## config.mk

```make
export PLATFORM = sky130hd
export DESIGN_NAME = imm_fetch_seq
export DESIGN_NICKNAME = d
export VERILOG_FILES = /design/src/rtl/imm_fetch_pkg.sv /design/src/rtl/imm_fetch_ctrl.sv /design/src/rtl/imm_fetch_dp.sv /design/src/rtl/imm_fetch_seq.sv
export SDC_FILE = /design/constraint.sdc
export NUM_CORES = 1
export LEC_CHECK = 0
export ABC_AREA = 1
export BUFFER_PORTS_ARGS = -buffer_cell sky130_fd_sc_hd__buf_2
export CAP_MARGIN = 25
export CORE_MARGIN = 3
export CORE_UTILIZATION = 40
export CTS_CLUSTER_SIZE = 40
export DETAILED_ROUTE_END_ITERATION = 16
export SLEW_MARGIN = 20
export SYNTH_ARGS = -nofsm -noshare
export SYNTH_HDL_FRONTEND = slang
export SYNTH_SLANG_ARGS = --single-unit
```

## constraint.sdc

```tcl
create_clock -name clk -period 2.6 [get_ports clk]
set_input_delay 0.13 -clock clk [delete_from_list [all_inputs] [get_ports clk]]
set_output_delay 0.13 -clock clk [all_outputs]
set_load 0.01 [all_outputs]
```

## src/rtl/imm_fetch_pkg.sv

```systemverilog
package imm_fetch_pkg;
  localparam int LANES  = 4;
  localparam int LANE_W = $clog2(LANES);
  localparam int CNT_W  = LANE_W + 1;
  localparam int BYTE_W = 8;
  localparam int OPND_W = LANES * BYTE_W;

  typedef enum logic [1:0] {
    ST_IDLE,
    ST_CALC,
    ST_FETCH,
    ST_DONE
  } seq_state_t;

  typedef struct packed {
    logic start;     // latch pc and length, clear operand
    logic calcFar;   // load pointer with far byte address
    logic capture;   // take memData into current lane, step pointer
    logic stepDown;  // pointer direction for capture
  } dp_ctrl_t;

  function automatic logic [CNT_W-1:0] lenBytes(input logic [1:0] code);
    logic [CNT_W-1:0] n;
    case (code)
      2'd0:    n = CNT_W'(0);
      2'd1:    n = CNT_W'(1);
      2'd2:    n = CNT_W'(2);
      default: n = CNT_W'(4);
    endcase
    return n;
  endfunction
endpackage

```

## src/rtl/imm_fetch_ctrl.sv

```systemverilog
module imm_fetch_ctrl
  import imm_fetch_pkg::*;
(
  input  logic     clk,
  input  logic     rstN,
  input  logic     decStrobe,
  input  logic     bigEndian,
  input  logic [1:0] lenCode,
  input  logic     memRdy,
  input  logic     lastByte,
  output dp_ctrl_t ctrl,
  output logic     memRd,
  output logic     done,
  output logic     busy,
  output logic     beMode
);
  seq_state_t state, stateNext;

  always_ff @(posedge clk) begin
    if (!rstN) begin
      state  <= ST_IDLE;
      beMode <= 1'b0;
    end else begin
      state <= stateNext;
      if (state == ST_IDLE && decStrobe) beMode <= bigEndian;
    end
  end

  always_comb begin
    ctrl      = '0;
    stateNext = state;
    case (state)
      ST_IDLE: begin
        if (decStrobe) begin
          ctrl.start = 1'b1;
          if (lenCode == 2'd0)  stateNext = ST_DONE;
          else if (bigEndian)   stateNext = ST_CALC;
          else                  stateNext = ST_FETCH;
        end
      end
      ST_CALC: begin
        ctrl.calcFar = 1'b1;
        stateNext    = ST_FETCH;
      end
      ST_FETCH: begin
        if (memRdy) begin
          ctrl.capture  = 1'b1;
          ctrl.stepDown = beMode;
          if (lastByte) stateNext = ST_DONE;
        end
      end
      default: stateNext = ST_IDLE;
    endcase
  end

  assign memRd = (state == ST_FETCH);
  assign done  = (state == ST_DONE);
  assign busy  = (state != ST_IDLE);


  done_pulse_chk: assert property (@(posedge clk) disable iff (!rstN)
    done |=> !done);


  idle_quiet_chk: assert property (@(posedge clk) disable iff (!rstN)
    !busy |-> (!memRd && !done));
endmodule

```

## src/rtl/imm_fetch_dp.sv

```systemverilog
module imm_fetch_dp
  import imm_fetch_pkg::*;
#(
  parameter int ADDR_W = 16
) (
  input  logic              clk,
  input  logic              rstN,
  input  dp_ctrl_t          ctrl,
  input  logic [ADDR_W-1:0] pcIn,
  input  logic [1:0]        lenCode,
  input  logic [BYTE_W-1:0] memData,
  output logic [ADDR_W-1:0] ptr,
  output logic [LANE_W-1:0] lane,
  output logic              lastByte,
  output logic [ADDR_W-1:0] pcFinal,
  output logic [OPND_W-1:0] operand
);
  logic [ADDR_W-1:0] basePc;
  logic [CNT_W-1:0]  cnt;
  logic [CNT_W-1:0]  nBytes;
  logic [BYTE_W-1:0] laneReg [LANES];

  always_ff @(posedge clk) begin
    if (!rstN) begin
      basePc <= '0;
      ptr    <= '0;
      cnt    <= '0;
      nBytes <= '0;
    end else if (ctrl.start) begin
      basePc <= pcIn;
      ptr    <= pcIn;
      cnt    <= '0;
      nBytes <= lenBytes(lenCode);
    end else if (ctrl.calcFar) begin
      ptr <= basePc + ADDR_W'(nBytes) - ADDR_W'(1);
    end else if (ctrl.capture) begin
      ptr <= ctrl.stepDown ? ptr - ADDR_W'(1) : ptr + ADDR_W'(1);
      cnt <= cnt + CNT_W'(1);
    end
  end

  for (genvar g = 0; g < LANES; g++) begin : g_lane
    always_ff @(posedge clk) begin
      if (!rstN || ctrl.start)
        laneReg[g] <= '0;
      else if (ctrl.capture && cnt == CNT_W'(g))
        laneReg[g] <= memData;
    end
    assign operand[g*BYTE_W +: BYTE_W] = laneReg[g];
  end

  assign lane     = cnt[LANE_W-1:0];
  assign lastByte = (cnt == nBytes - CNT_W'(1));
  assign pcFinal  = basePc + ADDR_W'(nBytes);


  lane_range_chk: assert property (@(posedge clk) disable iff (!rstN)
    ctrl.capture |-> (cnt < nBytes));
endmodule

```

## src/rtl/imm_fetch_seq.sv

```systemverilog
module imm_fetch_seq
  import imm_fetch_pkg::*;
#(
  parameter int ADDR_W = 16
) (
  input  logic              clk,
  input  logic              rstN,
  input  logic              decStrobe,
  input  logic [1:0]        lenCode,
  input  logic              bigEndian,
  input  logic [ADDR_W-1:0] pcIn,
  input  logic              memRdy,
  input  logic [7:0]        memData,
  output logic [ADDR_W-1:0] memAddr,
  output logic              memRd,
  output logic [1:0]        laneIdx,
  output logic [31:0]       operand,
  output logic [ADDR_W-1:0] pcOut,
  output logic              done,
  output logic              busy
);
  dp_ctrl_t ctrl;
  logic     lastByte;
  logic     beMode;

  imm_fetch_ctrl u_ctrl (
    .clk(clk), .rstN(rstN), .decStrobe(decStrobe), .bigEndian(bigEndian),
    .lenCode(lenCode), .memRdy(memRdy), .lastByte(lastByte), .ctrl(ctrl),
    .memRd(memRd), .done(done), .busy(busy), .beMode(beMode)
  );

  imm_fetch_dp #(.ADDR_W(ADDR_W)) u_dp (
    .clk(clk), .rstN(rstN), .ctrl(ctrl), .pcIn(pcIn), .lenCode(lenCode),
    .memData(memData), .ptr(memAddr), .lane(laneIdx), .lastByte(lastByte),
    .pcFinal(pcOut), .operand(operand)
  );


  le_first_chk: assert property (@(posedge clk) disable iff (!rstN)
    (decStrobe && !busy && !bigEndian && lenCode != 2'd0)
      |=> (memRd && memAddr == $past(pcIn)));


  le_step_chk: assert property (@(posedge clk) disable iff (!rstN)
    (memRd && memRdy && !lastByte && !beMode)
      |=> (memRd && memAddr == $past(memAddr) + ADDR_W'(1)));


  be_calc_chk: assert property (@(posedge clk) disable iff (!rstN)
    (decStrobe && !busy && bigEndian && lenCode != 2'd0)
      |=> (busy && !memRd));


  be_step_chk: assert property (@(posedge clk) disable iff (!rstN)
    (memRd && memRdy && !lastByte && beMode)
      |=> (memRd && memAddr == $past(memAddr) - ADDR_W'(1)));


  wait_hold_chk: assert property (@(posedge clk) disable iff (!rstN)
    (memRd && !memRdy) |=> (memRd && $stable(memAddr) && $stable(laneIdx)));


  zero_len_chk: assert property (@(posedge clk) disable iff (!rstN)
    (decStrobe && !busy && lenCode == 2'd0) |=> (done && pcOut == $past(pcIn)));
endmodule

```

==> results.sh <==
export IMPL_drive_gt1_share_pct=29.1
export IMPL_cap_viol_max_count=0
export IMPL_port_buffers=99
export IMPL_outcome="completed"
export IMPL_final_nets=819
export IMPL_worst_slew_pin_slew_ps=605
export IMPL_vias=4658
export IMPL_area_growth_syn_to_layout_pct=28.2
export IMPL_crit_path_frequent_cell="nand2_1"
export IMPL_ys_seq_elements=73
export IMPL_wl_um=14100
export IMPL_syn_inst=640
export IMPL_ys_seq_area_share_pct=37.4
export IMPL_hold_violations=0
export IMPL_cp_num_buf_inv=2
export IMPL_fin_crit_ps=2470
export IMPL_cp_slowest_stage_delay_ps=590
export IMPL_grt_ovfl_total=0
export IMPL_dr_first_iter_drc_count=295
export IMPL_synth_top_cells_by_count="139 x nand2_1, 73 x nor2_1, 71 x inv_1"
export IMPL_rsz0062_at_grt="true"
export IMPL_fin_setup_tns_ps=0
export IMPL_cts_tree="yes"
export IMPL_routedWlPerCell_um=15.6
export IMPL_die_w_um=115
export IMPL_drc=0
export IMPL_p_total_w=0.00599
export IMPL_cp_arrival_ps=2740
export IMPL_critPathLaunchType="register"
export IMPL_antenna_found_initial=0
export IMPL_setup_viol=0
export IMPL_wl_met1_um=6430
export IMPL_grt_pass1_wl_um=22000
export IMPL_critical_path_top_delay_family="simple AND/OR/NAND/NOR gates"
export IMPL_ys_flop_type="dfxtp_1"
export IMPL_crit_fanout=4
export IMPL_routed_wl_met2_um=6910
export IMPL_detailed_place_hpwl_um=10700
export IMPL_synth_edf_count=32
export IMPL_whs_ps=64.8
export IMPL_ctsHoldBuffers=0
export IMPL_fin_crit_sh_pct=95.0
export IMPL_endpoint_kind="register"
export IMPL_slew_viol_final=0
export IMPL_die_area_mm2=0.0133
export IMPL_track_usage_pct=21.1
export IMPL_io_pins=100
export IMPL_ir_worst_vdd_mv=0.439
export IMPL_cts_buffer_depth=2
export IMPL_max_slew_margin_pct=59.6
export IMPL_cp_required_ps=2870
export IMPL_cts_clk_slew_worst_paths_ps=60
export IMPL_setup_ws_ps=129
export IMPL_die_h_um=115
export IMPL_power_density_mw_per_mm2=980
export IMPL_clock_skew_ps=7.21
export IMPL_postLayoutCoreUtil_pct=53.0
export IMPL_critical_path_class="reg2reg"
export IMPL_yosys_warnings=0
export IMPL_async_reset_ff_share_pct=0
export IMPL_antenna_cells=0
export IMPL_syn_cell_area_mm2=0.00476
export IMPL_routed_top_layer="met4"
export IMPL_wl_met3_um=541
export IMPL_grt_pass1_vias=4452
export IMPL_clock_insertion_delay_worst_skew_ps=340
export IMPL_fp_row_count=39
export IMPL_nFillCells=1159
export IMPL_drtAntennaViolNets=0
export IMPL_syn_nets=702
export IMPL_crit_path_top_delay_cell="fa_2"
export IMPL_synth_top_area_share_pct=20.2
export IMPL_yosysUniqueCellTypes=40
export IMPL_globalplace_congestion=0.921
export IMPL_viasPerCell=5.15
export IMPL_multi_input_area_mm2=0.00283
export IMPL_first_pass_iters=5
export IMPL_place_ws_ps=25.4
export IMPL_hold_class="in2reg"
export IMPL_htreeDepth=3
export IMPL_core_area_mm2=0.0115
export IMPL_grt_max_degree=33
export IMPL_root_buffer="clkbuf_16"
export IMPL_seq_area_mm2=0.00179
export IMPL_max_clock_freq_mhz=405
export IMPL_clock_sinks=73
export IMPL_avgSynthCellArea_um2=7.44
export IMPL_synthTopCellsByArea="edfxtp_1 20%, dfxtp_1 17%, nand2_1 11%"
export IMPL_cts_buffers=9
export IMPL_start_util_pct=41.4
export IMPL_synth_most_common_cell="nand2_1"
export IMPL_path_cells="ha_4 -> inv_1 -> fa_2 -> ha_4 -> inv_1 -> nor2_2 -> nand3_2 -> nor2_4 -> nand3_4 -> nor2_4 -> nand2_1 -> nand2_1 -> nand3_1 -> nand2_1 -> nand2_1 -> a21oi_2"
export IMPL_power_leakage_nw=2.88
export IMPL_yosys_area_top_type="edfxtp_1"
flip-flops by register name, indices dropped and copies added, names as in the netlist:
| name | cells |
|---|---|
| u_dp.basePc | 16 |
| u_dp.laneReg | 32 |
| u_ctrl.beMode | 1 |
| u_ctrl.state | 2 |
| u_dp.nBytes | 3 |
| u_dp.cnt | 3 |
| u_dp.ptr | 16 |
metal layers:
layer	GRT usage (%)	vias up
met5	0	-
met4	4.15	0
met3	4.68	16
met2	36.9	109
met1	26.9	2151
li1	-	2382
placed cells by master (no fill, tap or decap), types with 13 or more instances in the layout:
cell type,n
nand3_1,36
buf_4,24
o21ai_0,43
ha_1,17
o22ai_1,14
a21oi_1,29
nor2_1,69
nand2_1,132
inv_1,69
buf_2,99
dfxtp_1,39
edfxtp_1,32
nand2_2,16
nand4_1,13
power breakdown:
part	switching (W)	internal (W)	total (W)	leakage [nW]
clock	0.000518	0.000848	0.00137	0.157
combinational	0.00176	0.00113	0.00289	2.04
sequential	0.000232	0.00150	0.00173	0.684
total	0.00251	0.00348	0.00599	2.88
repair_timing:
action	in CTS	in global routing
endpoints found under the setup margin	1	15
cloned	0	0
resized for setup	1	54
pin swaps	0	16
setup buffers	0	7
final timing paths:
check / start / endpoint / slack, ps / cells past startpoint
max: u_dp.basePc[0] / u_dp.ptr[14] / 130 / 16
min: bigEndian / u_ctrl.beMode / 60 / 3
max reg2reg: u_dp.basePc[0] / u_dp.ptr[14] / 130 / 16
min reg2reg: u_dp.basePc[2] / u_dp.basePc[2] / 480 / 2
final cells by class:
cell class | count | area share [%]
Timing Repair Buffer | 123 | 11.1
Multi-Input combinational cell | 470 | 46.4
Clock buffer | 9 | 3.69
Tap cell | 143 | 2.93
Clock inverter | 7 | 1.64
Sequential cell | 73 | 29.3
Inverter | 80 | 5.06
stage by stage:
step | area [um^2] | std cells
3_5_place_dp | 5490 | 882
3_3_place_gp | 5490 | 882
6_report | 6110 | 905
5_1_grt | 6110 | 905
4_1_cts | 5820 | 898
2_1_floorplan | 4770 | 640
worst register-to-register path, stage by stage, from the launching register on:
cell,delay (ps)
dfxtp_2,360
ha_4,140
inv_1,60
fa_2,590
ha_4,150
inv_1,50
nor2_2,90
nand3_2,110
nor2_4,170
nand3_4,120
nor2_4,140
nand2_1,60
nand2_1,60
nand3_1,70
nand2_1,70
nand2_1,60
a21oi_2,120
kinds of logic (layout without fill, tap and decap cells):
logic type | after synthesis | count (layout) | share of synthesized area, %
flip-flops | 73 | 73 | 37.4
adder cells (fa/ha/maj) | 31 | 31 | 8.46
buffers and inverters | 97 | 219 | 8.04
AND/OR/NAND/NOR | 303 | 303 | 29.4
XOR/XNOR | 11 | 11 | 2.02
AO/OA/AOI/OAI | 125 | 125 | 14.7
(Power assumes the default switching activity.)
